[src/rtl/tbase_pkg.sv]
`timescale 1ns/1ps
package tbase_pkg;
  localparam int unsigned REG_W = 32;
  localparam int unsigned LED_W = 2;
  localparam int unsigned BTN_W = 2;
  localparam int unsigned CTL_W = 10;
  localparam logic [CTL_W-1:0] CTL_MASK = 10'h3FB;

  // byte offsets of the mapped registers
  localparam logic [11:0] OFS_LED  = 12'h000;
  localparam logic [11:0] OFS_BTN  = 12'h008;
  localparam logic [11:0] OFS_SLOW = 12'h010;
  localparam logic [11:0] OFS_FAST = 12'h014;
  localparam logic [11:0] OFS_CYC  = 12'h018;
  localparam logic [11:0] OFS_RLD  = 12'h020;
  localparam logic [11:0] OFS_PSC  = 12'h024;
  localparam logic [11:0] OFS_CTL  = 12'h04C;

  typedef enum logic [3:0] {
    SEL_NONE, SEL_LED, SEL_BTN, SEL_SLOW, SEL_FAST,
    SEL_CYC, SEL_RLD, SEL_PSC, SEL_CTL
  } reg_sel_e;

  function automatic logic [29:0] word_of(logic [11:0] ofs);
    return 30'(ofs >> 2);
  endfunction

  function automatic reg_sel_e decode(logic [29:0] word);
    reg_sel_e s;
    s = SEL_NONE;
    if (word == word_of(OFS_LED))  s = SEL_LED;
    if (word == word_of(OFS_BTN))  s = SEL_BTN;
    if (word == word_of(OFS_SLOW)) s = SEL_SLOW;
    if (word == word_of(OFS_FAST)) s = SEL_FAST;
    if (word == word_of(OFS_CYC))  s = SEL_CYC;
    if (word == word_of(OFS_RLD))  s = SEL_RLD;
    if (word == word_of(OFS_PSC))  s = SEL_PSC;
    if (word == word_of(OFS_CTL))  s = SEL_CTL;
    return s;
  endfunction
endpackage

[src/rtl/tbase_sync2.sv]
`timescale 1ns/1ps
module tbase_sync2 #(
  parameter int unsigned W = 1
) (
  input  logic         clk_i,
  input  logic         rst_ni,
  input  logic [W-1:0] d_i,
  output logic [W-1:0] q_o
);
  logic [W-1:0] s1_q, s2_q;

  always_ff @(posedge clk_i or negedge rst_ni) begin
    if (!rst_ni) begin
      s1_q <= '0;
      s2_q <= '0;
    end else begin
      s1_q <= d_i;
      s2_q <= s1_q;
    end
  end

  assign q_o = s2_q;
endmodule

[src/rtl/tbase_tick_div.sv]
`timescale 1ns/1ps
module tbase_tick_div #(
  parameter int unsigned DIV = 2
) (
  input  logic clk_i,
  input  logic rst_ni,
  output logic tick_o
);
  localparam int unsigned CW = (DIV > 1) ? $clog2(DIV) : 1;
  localparam logic [CW-1:0] LAST = CW'(DIV - 1);

  logic [CW-1:0] cnt_q, cnt_d;
  logic          tick;

  always_comb begin
    tick  = (cnt_q == LAST);
    cnt_d = tick ? '0 : cnt_q + CW'(1);
  end

  always_ff @(posedge clk_i or negedge rst_ni) begin
    if (!rst_ni) cnt_q <= '0;
    else         cnt_q <= cnt_d;
  end

  assign tick_o = tick;
endmodule

[src/rtl/tbase_wr_cnt.sv]
`timescale 1ns/1ps
module tbase_wr_cnt #(
  parameter int unsigned W = 32
) (
  input  logic         clk_i,
  input  logic         rst_ni,
  input  logic         inc_i,
  input  logic         wr_i,
  input  logic [W-1:0] wdata_i,
  output logic [W-1:0] cnt_o
);
  logic [W-1:0] cnt_q, cnt_d;
  logic         en;

  always_comb begin
    en    = wr_i | inc_i;
    cnt_d = wr_i ? wdata_i : cnt_q + W'(1);
  end

  always_ff @(posedge clk_i or negedge rst_ni) begin
    if (!rst_ni)  cnt_q <= '0;
    else if (en)  cnt_q <= cnt_d;
  end

  assign cnt_o = cnt_q;
endmodule

[src/rtl/tbase_prescaler.sv]
`timescale 1ns/1ps
module tbase_prescaler #(
  parameter int unsigned W = 32
) (
  input  logic         clk_i,
  input  logic         rst_ni,
  input  logic         wr_rld_i,
  input  logic         wr_val_i,
  input  logic [W-1:0] wdata_i,
  output logic [W-1:0] rld_o,
  output logic [W-1:0] val_o,
  output logic         zero_o
);
  logic [W-1:0] rld_q, val_q, val_d;
  logic         zero;

  always_comb begin
    zero = (val_q == '0);
    if (wr_val_i)  val_d = wdata_i;
    else if (zero) val_d = rld_q;
    else           val_d = val_q - W'(1);
  end

  always_ff @(posedge clk_i or negedge rst_ni) begin
    if (!rst_ni)       rld_q <= '0;
    else if (wr_rld_i) rld_q <= wdata_i;
  end

  always_ff @(posedge clk_i or negedge rst_ni) begin
    if (!rst_ni) val_q <= '0;
    else         val_q <= val_d;
  end

  assign rld_o  = rld_q;
  assign val_o  = val_q;
  assign zero_o = zero;
endmodule

[src/rtl/tbase_periph.sv]
`timescale 1ns/1ps
module tbase_periph
  import tbase_pkg::*;
#(
  parameter int unsigned CLK_HZ = 50_000_000,
  parameter int unsigned ADDR_W = 12
) (
  input  logic              clk_i,
  input  logic              rst_ni,
  input  logic [ADDR_W-1:0] bus_addr_i,
  input  logic              bus_we_i,
  input  logic [31:0]       bus_wdata_i,
  output logic [31:0]       bus_rdata_o,
  input  logic [1:0]        btn_i,
  output logic [1:0]        led_o,
  output logic              disp_cs_o,
  output logic              ss_n_o,
  output logic              disp_rst_o,
  output logic              disp_rs_o,
  output logic              disp_rd_o,
  output logic              disp_bl_o,
  output logic              cs0_n_o,
  output logic              cs1_n_o,
  output logic              cs2_n_o
);
  localparam int unsigned NTICK = 2;
  localparam int unsigned DIVS [NTICK] = '{CLK_HZ, CLK_HZ / 100};

  logic rst_sync_n;
  tbase_sync2 #(.W(1)) rst_sync_i (
    .clk_i(clk_i), .rst_ni(rst_ni), .d_i(1'b1), .q_o(rst_sync_n)
  );

  // address decode
  reg_sel_e sel;
  logic     wr_led, wr_ctl, wr_cyc, wr_psc, wr_rld, rd_btn;
  logic [NTICK-1:0] wr_tick;

  always_comb begin
    sel     = decode(30'(bus_addr_i[ADDR_W-1:2]));
    wr_led  = bus_we_i && (sel == SEL_LED);
    wr_ctl  = bus_we_i && (sel == SEL_CTL);
    wr_cyc  = bus_we_i && (sel == SEL_CYC);
    wr_psc  = bus_we_i && (sel == SEL_PSC);
    wr_rld  = bus_we_i && (sel == SEL_RLD);
    wr_tick = {bus_we_i && (sel == SEL_FAST), bus_we_i && (sel == SEL_SLOW)};
    rd_btn  = (sel == SEL_BTN);
  end

  // LED and control registers
  logic [LED_W-1:0] led_q, led_d;
  logic [CTL_W-1:0] ctl_q, ctl_d;

  always_comb begin
    led_d = bus_wdata_i[LED_W-1:0];
    ctl_d = bus_wdata_i[CTL_W-1:0] & CTL_MASK;
  end

  always_ff @(posedge clk_i or negedge rst_sync_n) begin
    if (!rst_sync_n)  led_q <= '0;
    else if (wr_led)  led_q <= led_d;
  end

  always_ff @(posedge clk_i or negedge rst_sync_n) begin
    if (!rst_sync_n)  ctl_q <= '0;
    else if (wr_ctl)  ctl_q <= ctl_d;
  end

  // button synchroniser
  logic [BTN_W-1:0] btn_s;
  tbase_sync2 #(.W(BTN_W)) btn_sync_i (
    .clk_i(clk_i), .rst_ni(rst_sync_n), .d_i(btn_i), .q_o(btn_s)
  );

  // wall-clock tick counters
  logic [REG_W-1:0] tick_cnt [NTICK];
  for (genvar g = 0; g < NTICK; g++) begin : g_tick
    logic tick;
    tbase_tick_div #(.DIV(DIVS[g])) div_i (
      .clk_i(clk_i), .rst_ni(rst_sync_n), .tick_o(tick)
    );
    tbase_wr_cnt #(.W(REG_W)) cnt_i (
      .clk_i(clk_i), .rst_ni(rst_sync_n), .inc_i(tick),
      .wr_i(wr_tick[g]), .wdata_i(bus_wdata_i), .cnt_o(tick_cnt[g])
    );
  end

  // prescaler and cycle counter
  logic [REG_W-1:0] rld_val, psc_val, cyc_val;
  logic             psc_zero;

  tbase_prescaler #(.W(REG_W)) psc_i (
    .clk_i(clk_i), .rst_ni(rst_sync_n), .wr_rld_i(wr_rld), .wr_val_i(wr_psc),
    .wdata_i(bus_wdata_i), .rld_o(rld_val), .val_o(psc_val), .zero_o(psc_zero)
  );

  tbase_wr_cnt #(.W(REG_W)) cyc_i (
    .clk_i(clk_i), .rst_ni(rst_sync_n), .inc_i(psc_zero),
    .wr_i(wr_cyc), .wdata_i(bus_wdata_i), .cnt_o(cyc_val)
  );

  // read mux
  always_comb begin
    case (sel)
      SEL_LED:  bus_rdata_o = REG_W'(led_q);
      SEL_BTN:  bus_rdata_o = REG_W'(btn_s);
      SEL_SLOW: bus_rdata_o = tick_cnt[0];
      SEL_FAST: bus_rdata_o = tick_cnt[1];
      SEL_CYC:  bus_rdata_o = cyc_val;
      SEL_RLD:  bus_rdata_o = rld_val;
      SEL_PSC:  bus_rdata_o = psc_val;
      SEL_CTL:  bus_rdata_o = REG_W'(ctl_q);
      default:  bus_rdata_o = '0;
    endcase
  end

  logic [CTL_W-1:0] ctl_pins;
  assign led_o      = led_q;
  assign disp_cs_o  = ctl_q[0];
  assign ss_n_o     = ctl_q[1];
  assign disp_rst_o = ctl_q[3];
  assign disp_rs_o  = ctl_q[4];
  assign disp_rd_o  = ctl_q[5];
  assign disp_bl_o  = ctl_q[6];
  assign cs0_n_o    = ctl_q[7];
  assign cs1_n_o    = ctl_q[8];
  assign cs2_n_o    = ctl_q[9];
  assign ctl_pins   = {cs2_n_o, cs1_n_o, cs0_n_o, disp_bl_o, disp_rd_o,
                       disp_rs_o, disp_rst_o, 1'b0, ss_n_o, disp_cs_o};
endmodule

[config.mk]
export PLATFORM = sky130hd
export DESIGN_NAME = tbase_periph
export DESIGN_NICKNAME = d
export VERILOG_FILES = /design/src/rtl/tbase_pkg.sv /design/src/rtl/tbase_sync2.sv /design/src/rtl/tbase_tick_div.sv /design/src/rtl/tbase_wr_cnt.sv /design/src/rtl/tbase_prescaler.sv /design/src/rtl/tbase_periph.sv
export SDC_FILE = /design/constraint.sdc
export NUM_CORES = 1
export LEC_CHECK = 0
export ABC_CLOCK_PERIOD_IN_PS = 8700
export BUFFER_PORTS_ARGS = -buffer_cell sky130_fd_sc_hd__buf_2
export CAP_MARGIN = 15
export CORE_AREA = 2 2 236 122
export DETAILED_ROUTE_END_ITERATION = 6
export DIE_AREA = 0 0 238 124
export PLACE_DENSITY_LB_ADDON = 0.2
export SLEW_MARGIN = 40
export SYNTH_ARGS = -nofsm -noshare
export SYNTH_HDL_FRONTEND = slang
export SYNTH_SLANG_ARGS = --single-unit
[constraint.sdc]
create_clock -name clk_i -period 8.7 [get_ports clk_i]
set_clock_uncertainty 0.1 [all_clocks]
set_input_delay 1.305 -clock clk_i [delete_from_list [all_inputs] [get_ports clk_i]]
set_output_delay 1.305 -clock clk_i [all_outputs]
set_load 0.005 [all_outputs]
==> metrics.md, run 1 <==
| Metric | Value |
|---|---|
| Dpl hpwl | `29300 um` |
| Crit path from | `bus_addr_i[6]` |
| Number of H-tree levels | `1` |
| Post-CTS setup buffers | `0` |
| Most common cell after layout, fill and taps aside | `dfrtp_1` |
| R2R cell count | `6` |
| First-pass GRT wire length | `62100 um` |
| FP Rows | `43` |
| FF+latch area | `5560 um2` |
| Total congestion overflow | `0` |
| WL final | `41400 um` |
| Horiz. Die Dim | `238 um` |
| Max Slew Vio Count | `0` |
| Hold buffer count at CTS | `0` |
| Pre-antenna DRT Iters | `7` |
| Yosys cell types | `56` |
| Port Buffers | `89` |
| CP arrival | `3770 ps` |
| Clk pin slew, worst setup/hold paths | `70 ps` |
| TritonCTS Buffers | `23` |
| Mean Syn Cell Area | `9.34 um2` |
| Die ar. | `29500 um2` |
| GR Util All Layers | `28.1%` |
| Final GP Congestion | `0.948` |
| CP Max Fanout | `33` |
| Main synth FF type | `dfrtp_1` |
| Clock buffer depth | `3` |
| Vias per cell | `6.09` |
| Core area | `27300 um2` |
| Mapped Area | `12200 um2` |
| Initial core utilization | `44.6%` |
| Area post-placement | `13100 um2` |
| R2R Setup Slk | `5040 ps` |
| Setup violators final | `0` |
| Min Tclk post-route | `5170 ps` |
| WP data required | `7300 ps` |
| Pin count of the biggest net entering global routing | `72` |
| Clock Latency Late Sink | `540 ps` |
| Status | `completed` |
| Post-cts resize count | `0` |
| Vias | `10700` |
| Remaining antenna violation count | `0` |
| Initial DRC Count | `1502` |
| CP endpoint kind | `output port` |
| CTS tree | `yes` |
| Final Hold Violating Endpoints | `0` |
| Vias in the first global route | `9745` |
| Syn_nets | `1360` |
| EDFF count, synth | `0` |
| Filler instances | `2546` |
| Final Cell Area | `13900 um2` |
| Max Cap Viol | `0` |
| Setup TNS Final | `0 ps` |
| Most frequent cells in the layout | `221 x dfrtp_1, 203 x nand2_1, 104 x o21ai_0, 90 x xnor2_1, 89 x buf_2` |
| Routed len/inst | `23.6 um` |
| GRT met1 Usage | `46.2%` |
| Worst rel slew slack | `45.9%` |
| Seq cells post-synth | `222` |
| Seq/Total Area, Yosys | `45.6%` |
| Fraction of layout instances using a drive strength above 1 | `16.5%` |
| GR peak layer | `met1` |
| Period utilization | `59.4%` |
| Yosys warning count | `0` |
| Leakage | `5.82 nW` |
| Critical path class | `in -> out` |
| Total clock sinks | `222` |
| Routing usage on met2 | `33.8%` |
| Cell count after synthesis | `1304` |
| Num ports | `92` |
| Crit path launch type | `primary input` |
| VDD IR-drop max | `114 uV` |
| Worst-Margin Slew | `804 ps` |
| Final #Nets | `1429` |
| # diodes | `0` |
| Layout area overhead | `14.1%` |
| RR Endpoint | `cyc_i.cnt_o[22]$_DFFE_PN0P_` |
| Power density over the cells | `169 nW/um2` |
| Remaining DRCs | `0` |
| Initial antenna violation count | `0` |
| Worst setup path endpoint | `bus_rdata_o[6]` |
| RSZ-0062 raised after global routing | `no` |
| Chip Height | `124 um` |
| Global Route met3 Usage | `9.93%` |
| Worst min path class | `reg -> async` |
| Worst reg2reg startpoint | `psc_i.val_o[11]$_DFF_PN0_` |
| Max frequency | `193 MHz` |
| Multi-input gate area | `6360 um2` |
| CTS Root Buffer Type | `clkbuf_16` |
| Async SR Flop Fraction | `100%` |
[synth_stat cells, types with 2 or more instances]
cell	count	area, um2
nor4bb_1	2	20.0
nor4_2	2	25.0
or3_1	13	81.3
nand4_1	29	181
nand2_1	203	762
o211ai_1	5	37.5
xnor2_1	90	788
or4_1	10	75.1
mux2_2	47	529
nor2b_1	7	43.8
dfrtp_1	222	5560
nor4_4	3	63.8
nand4b_1	2	17.5
nor3_1	34	170
a222oi_1	39	390
inv_1	21	78.8
o21ai_1	18	90.1
a22oi_1	26	195
mux2i_1	4	40.0
or4b_1	2	20.0
and2_1	13	81.3
and4_1	10	87.6
and3_1	20	125
clkbuf_1	62	233
a22o_1	2	17.5
nand3_1	59	295
o22ai_1	9	56.3
buf_2	6	30.0
nor4b_1	2	17.5
o21ai_0	104	521
nor4_1	27	169
nor2_1	79	297
nor3_2	8	80.1
nor3b_1	2	15.0
a21o_1	7	52.6
ha_1	7	87.6
a21oi_1	26	130
nand4_2	2	25.0
xor2_1	63	552
[stage by stage]
step / cells / util, % / hold WS [ps] / worst slack [ps] / power (mW)
after global placement: 1706 / 47.7 / 212 / 3530 / 1.30
final: 1750 / 50.9 / 186 / 3530 / 2.36
after detailed placement: 1707 / 47.8 / 208 / 3600 / 1.30
after floorplan: 1304 / - / 231 / 1960 / 1.22
after CTS: 1749 / 50.7 / 212 / 3590 / 2.37
after global routing: 1750 / 50.9 / 227 / 3480 / 2.44
[cells by family (layout without fill, tap and decap cells)]
logic type	count (synthesis)	after routing	synth area share, %
xor+xnor	153	153	11.0
simple gates	535	535	22.2
flops	222	222	45.6
compound gates	245	245	12.9
other cells	1	1	0.0308
fa+ha+maj	7	7	0.719
buf+inv	90	176	2.87
mux	51	51	4.67
[flip-flops by register name (all words and copies together) (netlist names)]
| signal | flops |
|---|---|
| led_o | 2 |
| g_tick.div_i.cnt_q | 45 |
| rst_sync_i.q_o | 1 |
| psc_i.val_o | 32 |
| btn_sync_i.q_o | 2 |
| btn_sync_i.s1_q | 2 |
| cyc_i.cnt_o | 32 |
| g_tick.cnt_i.cnt_o | 64 |
| rst_sync_i.s1_q | 1 |
| psc_i.rld_o | 32 |
| ctl_q | 9 |
[area by class of cell]
class                   count  area share (%)
well taps                 360            3.24
multi-input cells         992            45.7
clock buffers              36            4.92
clock inverters             6           0.819
repair buffers            113            4.73
inverters                  21           0.567
flip-flops and latches    222            40.0
[worst min path at each step]
stage                                             from                     endpoint  slack (ps)  cells past startpoint
after floorplan           btn_sync_i.s1_q[0]$_DFF_PN0_  btn_sync_i.q_o[0]$_DFF_PN0_         230                      0
after global placement        rst_sync_i.q_o$_DFF_PN0_         led_o[0]$_DFFE_PN0P_         210                      0
after detailed placement      rst_sync_i.q_o$_DFF_PN0_         led_o[0]$_DFFE_PN0P_         210                      0
after CTS                     rst_sync_i.q_o$_DFF_PN0_         led_o[1]$_DFFE_PN0P_         210                      0
after global routing          rst_sync_i.q_o$_DFF_PN0_         led_o[1]$_DFFE_PN0P_         230                      0
final                         rst_sync_i.q_o$_DFF_PN0_         led_o[1]$_DFFE_PN0P_         190                      0
[critical path, cell delays in order]
cell and delay, ps:
buf_2 120, or4_1 620, or3_1 480, nor2_2 140
buf_4 440, a222oi_1 280, nand2_1 200, buf_2 170
[where the power goes]
part           switching [mW]  internal [mW]
Sequential             0.0542           1.06
Clock                   0.435          0.631
Combinational           0.106         0.0648
Total                   0.596           1.76
[per-layer routing]
metal	vias up	wire length (um)
li1	4840	-
met1	5191	20600
met2	590	14800
met3	42	5420
met4	0	569
met5	-	0
No activity file was read; power rests on OpenSTA's default activity.
==> run 2, diff against run 1 <==
--- a/config.mk
+++ b/config.mk
@@ -5,12 +5,13 @@
 export SDC_FILE = /design/constraint.sdc
 export NUM_CORES = 1
 export LEC_CHECK = 0
-export ABC_CLOCK_PERIOD_IN_PS = 8700
+export ABC_AREA = 1
+export ABC_CLOCK_PERIOD_IN_PS = 4300
 export BUFFER_PORTS_ARGS = -buffer_cell sky130_fd_sc_hd__buf_2
 export CAP_MARGIN = 15
-export CORE_AREA = 2 2 236 122
+export CORE_AREA = 2 2 263 135
 export DETAILED_ROUTE_END_ITERATION = 6
-export DIE_AREA = 0 0 238 124
+export DIE_AREA = 0 0 265 137
 export PLACE_DENSITY_LB_ADDON = 0.2
 export SLEW_MARGIN = 40
 export SYNTH_ARGS = -nofsm -noshare
==> constraint.sdc (replaced) <==
create_clock -name clk_i -period 4.3 [get_ports clk_i]
set_clock_uncertainty 0.1 [all_clocks]
set_input_delay 0.645 -clock clk_i [delete_from_list [all_inputs] [get_ports clk_i]]
set_output_delay 0.645 -clock clk_i [all_outputs]
set_load 0.005 [all_outputs]
==> run 2 against run 1 <==
  * Sequential share of layout area down 7.3 points
  * Via count up 52%
  * Cell count up 62%
  * Clock power up 130%
  * Cell area up 22%
  * Die area up 23%
  * Total power up 120%
  * Wire length up 54%
  * Register-to-register slack worse by 3600 ps
==> metrics.md, run 2 <==
| Metric | Value |
|---|---|
| Status | `completed` |
| Clock buffer depth | `3` |
| Top cells by count, synth | `749 x nand2_1, 314 x nor2_1, 258 x inv_1` |
| Layout area overhead | `12.2%` |
| Seq cells post-synth | `222` |
| Post-CTS setup buffers | `0` |
| Final Cell Area | `17000 um2` |
| Setup violators final | `0` |
| Power share of the clock group | `47.8%` |
| # diodes | `0` |
| Port Buffers | `89` |
| CTS Root Buffer Type | `clkbuf_16` |
| RSZ-0062 raised after global routing | `no` |
| R2R Setup Slk | `1440 ps` |
| Mean Syn Cell Area | `6.62 um2` |
| Most frequent cells in the layout | `749 x nand2_1, 314 x nor2_1, 258 x inv_1, 221 x dfrtp_1, 212 x nand3_1` |
| Mapped Area | `15200 um2` |
| Area post-placement | `16100 um2` |
| Number of H-tree levels | `1` |
| Final Util | `50.0%` |
| Worst-Margin Slew | `903 ps` |
| Post-cts resize count | `0` |
| Sw frac | `26.7%` |
| P_sw | `1.36 mW` |
| Cell count after synthesis | `2290` |
| Crit path launch type | `primary input` |
| Pre-antenna DRT Iters | `6` |
| EDFF count, synth | `0` |
| Period utilization | `82.2%` |
| Max frequency | `283 MHz` |
| GR Util All Layers | `35.3%` |
| Num ports | `92` |
| Yosys cell types | `47` |
| CP arrival | `2790 ps` |
| Power density over the cells | `299 nW/um2` |
| Chip Height | `137 um` |
| Fraction of layout instances using a drive strength above 1 | `9.00%` |
| Worst setup path endpoint | `bus_rdata_o[31]` |
| First-pass GRT wire length | `94000 um` |
| Area leader, netlist | `dfrtp_1` |
| Comb power frac | `8.7%` |
| Total clock sinks | `222` |
| CP endpoint kind | `output port` |
| R2R cell count | `10` |
| WL final | `63800 um` |
| Worst reg2reg startpoint | `psc_i.val_o[9]$_DFF_PN0_` |
| Dpl hpwl | `50200 um` |
| Initial core utilization | `44.6%` |
| Main synth FF type | `dfrtp_1` |
| WP data required | `3560 ps` |
| Filler instances | `3483` |
| Routed len/inst | `22.5 um` |
| Synth top area share | `36.7%` |
| Power Total | `5.08 mW` |
| Setup TNS Final | `0 ps` |
| Initial DRC Count | `2271` |
| Horiz. Die Dim | `265 um` |
| Most common cell after layout, fill and taps aside | `nand2_1` |
| Final Hold Violating Endpoints | `0` |
| Critical path class | `in -> out` |
| Power Internal | `3.73 mW` |
| Max Cap Viol | `0` |
| Max reg flops | `64` |
| CP Max Fanout | `25` |
| Sequential share of power | `43.5%` |
| Synth area leaders | `dfrtp_1 37%, nand2_1 19%, nor2_1 7.8%, nand3_1 7.0%, inv_1 6.4%` |
| TritonCTS Buffers | `24` |
| Core area | `34000 um2` |
| Crit path from | `bus_addr_i[9]` |
| FP Rows | `48` |
| Remaining DRCs | `0` |
| Most common cell in the netlist | `nand2_1` |
| Die ar. | `36300 um2` |
| Clk pin slew, worst setup/hold paths | `60 ps` |
| Max Slew Vio Count | `0` |
| Worst rel slew slack | `39.6%` |
| RR Endpoint | `cyc_i.cnt_o[18]$_DFFE_PN0P_` |
| Remaining antenna violation count | `0` |
| Final #Nets | `2428` |
| Vias in the first global route | `14200` |
| Async SR Flop Fraction | `100%` |
| Syn_nets | `2346` |
| Yosys warning count | `0` |
| Vias | `16200` |
| Final GP Congestion | `1.05` |
| Total congestion overflow | `0` |
| Worst min path class | `in -> reg` |
| Leakage | `8.13 nW` |
| Initial antenna violation count | `3` |
| VDD IR-drop max | `269 uV` |
| Min Tclk post-route | `3540 ps` |
| Clock Latency Late Sink | `560 ps` |
| CTS tree | `yes` |
| Pin count of the biggest net entering global routing | `78` |
| Seq/Total Area, Yosys | `36.7%` |
| Vias per cell | `5.71` |
[run 2: worst min-delay path by stage]
stage                                       from                                    to  slack [ps]  cells past startpoint
finish                                  btn_i[0]          btn_sync_i.s1_q[0]$_DFF_PN0_         100                      1
global route                            btn_i[0]          btn_sync_i.s1_q[0]$_DFF_PN0_         100                      1
CTS                                     btn_i[0]          btn_sync_i.s1_q[0]$_DFF_PN0_         100                      1
detailed placement      rst_sync_i.q_o$_DFF_PN0_  g_tick[1].cnt_i.cnt_o[9]$_DFFE_PN0P_         220                      1
global placement    btn_sync_i.s1_q[1]$_DFF_PN0_           btn_sync_i.q_o[1]$_DFF_PN0_         230                      0
floorplan              rst_sync_i.s1_q$_DFF_PN0_              rst_sync_i.q_o$_DFF_PN0_         230                      0
[run 2: repair_timing]
action	4_1_cts	5_1_grt
endpoints found under the setup margin	0	0
hold buffers	1	0
hold endpoints to repair	2	0
[run 2: worst max-delay path, cell delays in order]
cell and delay (ps):
buf_2 100, nor2_1 160, nand2_2 150, nor3_2 230
nand2_2 400, o22ai_1 660, nor2_1 100, o211ai_1 160
buf_2 170
[run 2: layer usage]
metal / part of all wire [%] / wire [um] / GRT usage, %
met5: 0 / 0 / 0
met1: 47 / 30200 / 56.1
met2: 35 / 22400 / 42.7
met3: 16 / 9960 / 14.1
met4: 2.1 / 1310 / 6.78
[run 2: kinds of logic after synthesis]
| group | synth area share (%) |
|---|---|
| AOI/OAI and AO/OA | 8.24 |
| and+or+nand+nor | 39.9 |
| adders and majority gates | 0.578 |
| other | 0.0247 |
| muxes | 0.817 |
| DFF | 36.7 |
| xor gates and xnor gates | 5.09 |
| buffers and inverters | 8.65 |
[run 2: area by class of cell]
class	instances	area [um2]	share of cell area [%]
timing repair buffer	114	686	4.03
tap	450	563	3.31
inverter	268	1010	5.92
multi-input combinational	1742	8290	48.8
sequential	222	5560	32.7
clock inverter	9	176	1.04
clock buffer	34	719	4.23
[run 2: per-stage QoR]
step,worst slack (ps),hold WS (ps),instances
finish,765,101,2839
global route,581,101,2839
CTS,868,98.1,2839
detailed placement,857,216,2795
global placement,917,233,2793
floorplan,549,231,2290
[run 2: power groups by stage]
stage / Combinational [mW] / Clock, mW / Sequential (mW)
floorplan: 0.211 / 0 / 2.25
global placement: 0.403 / 0 / 2.26
detailed placement: 0.424 / 0 / 2.25
CTS: 0.428 / 2.44 / 2.21
global route: 0.491 / 2.51 / 2.21
finish: 0.445 / 2.43 / 2.21
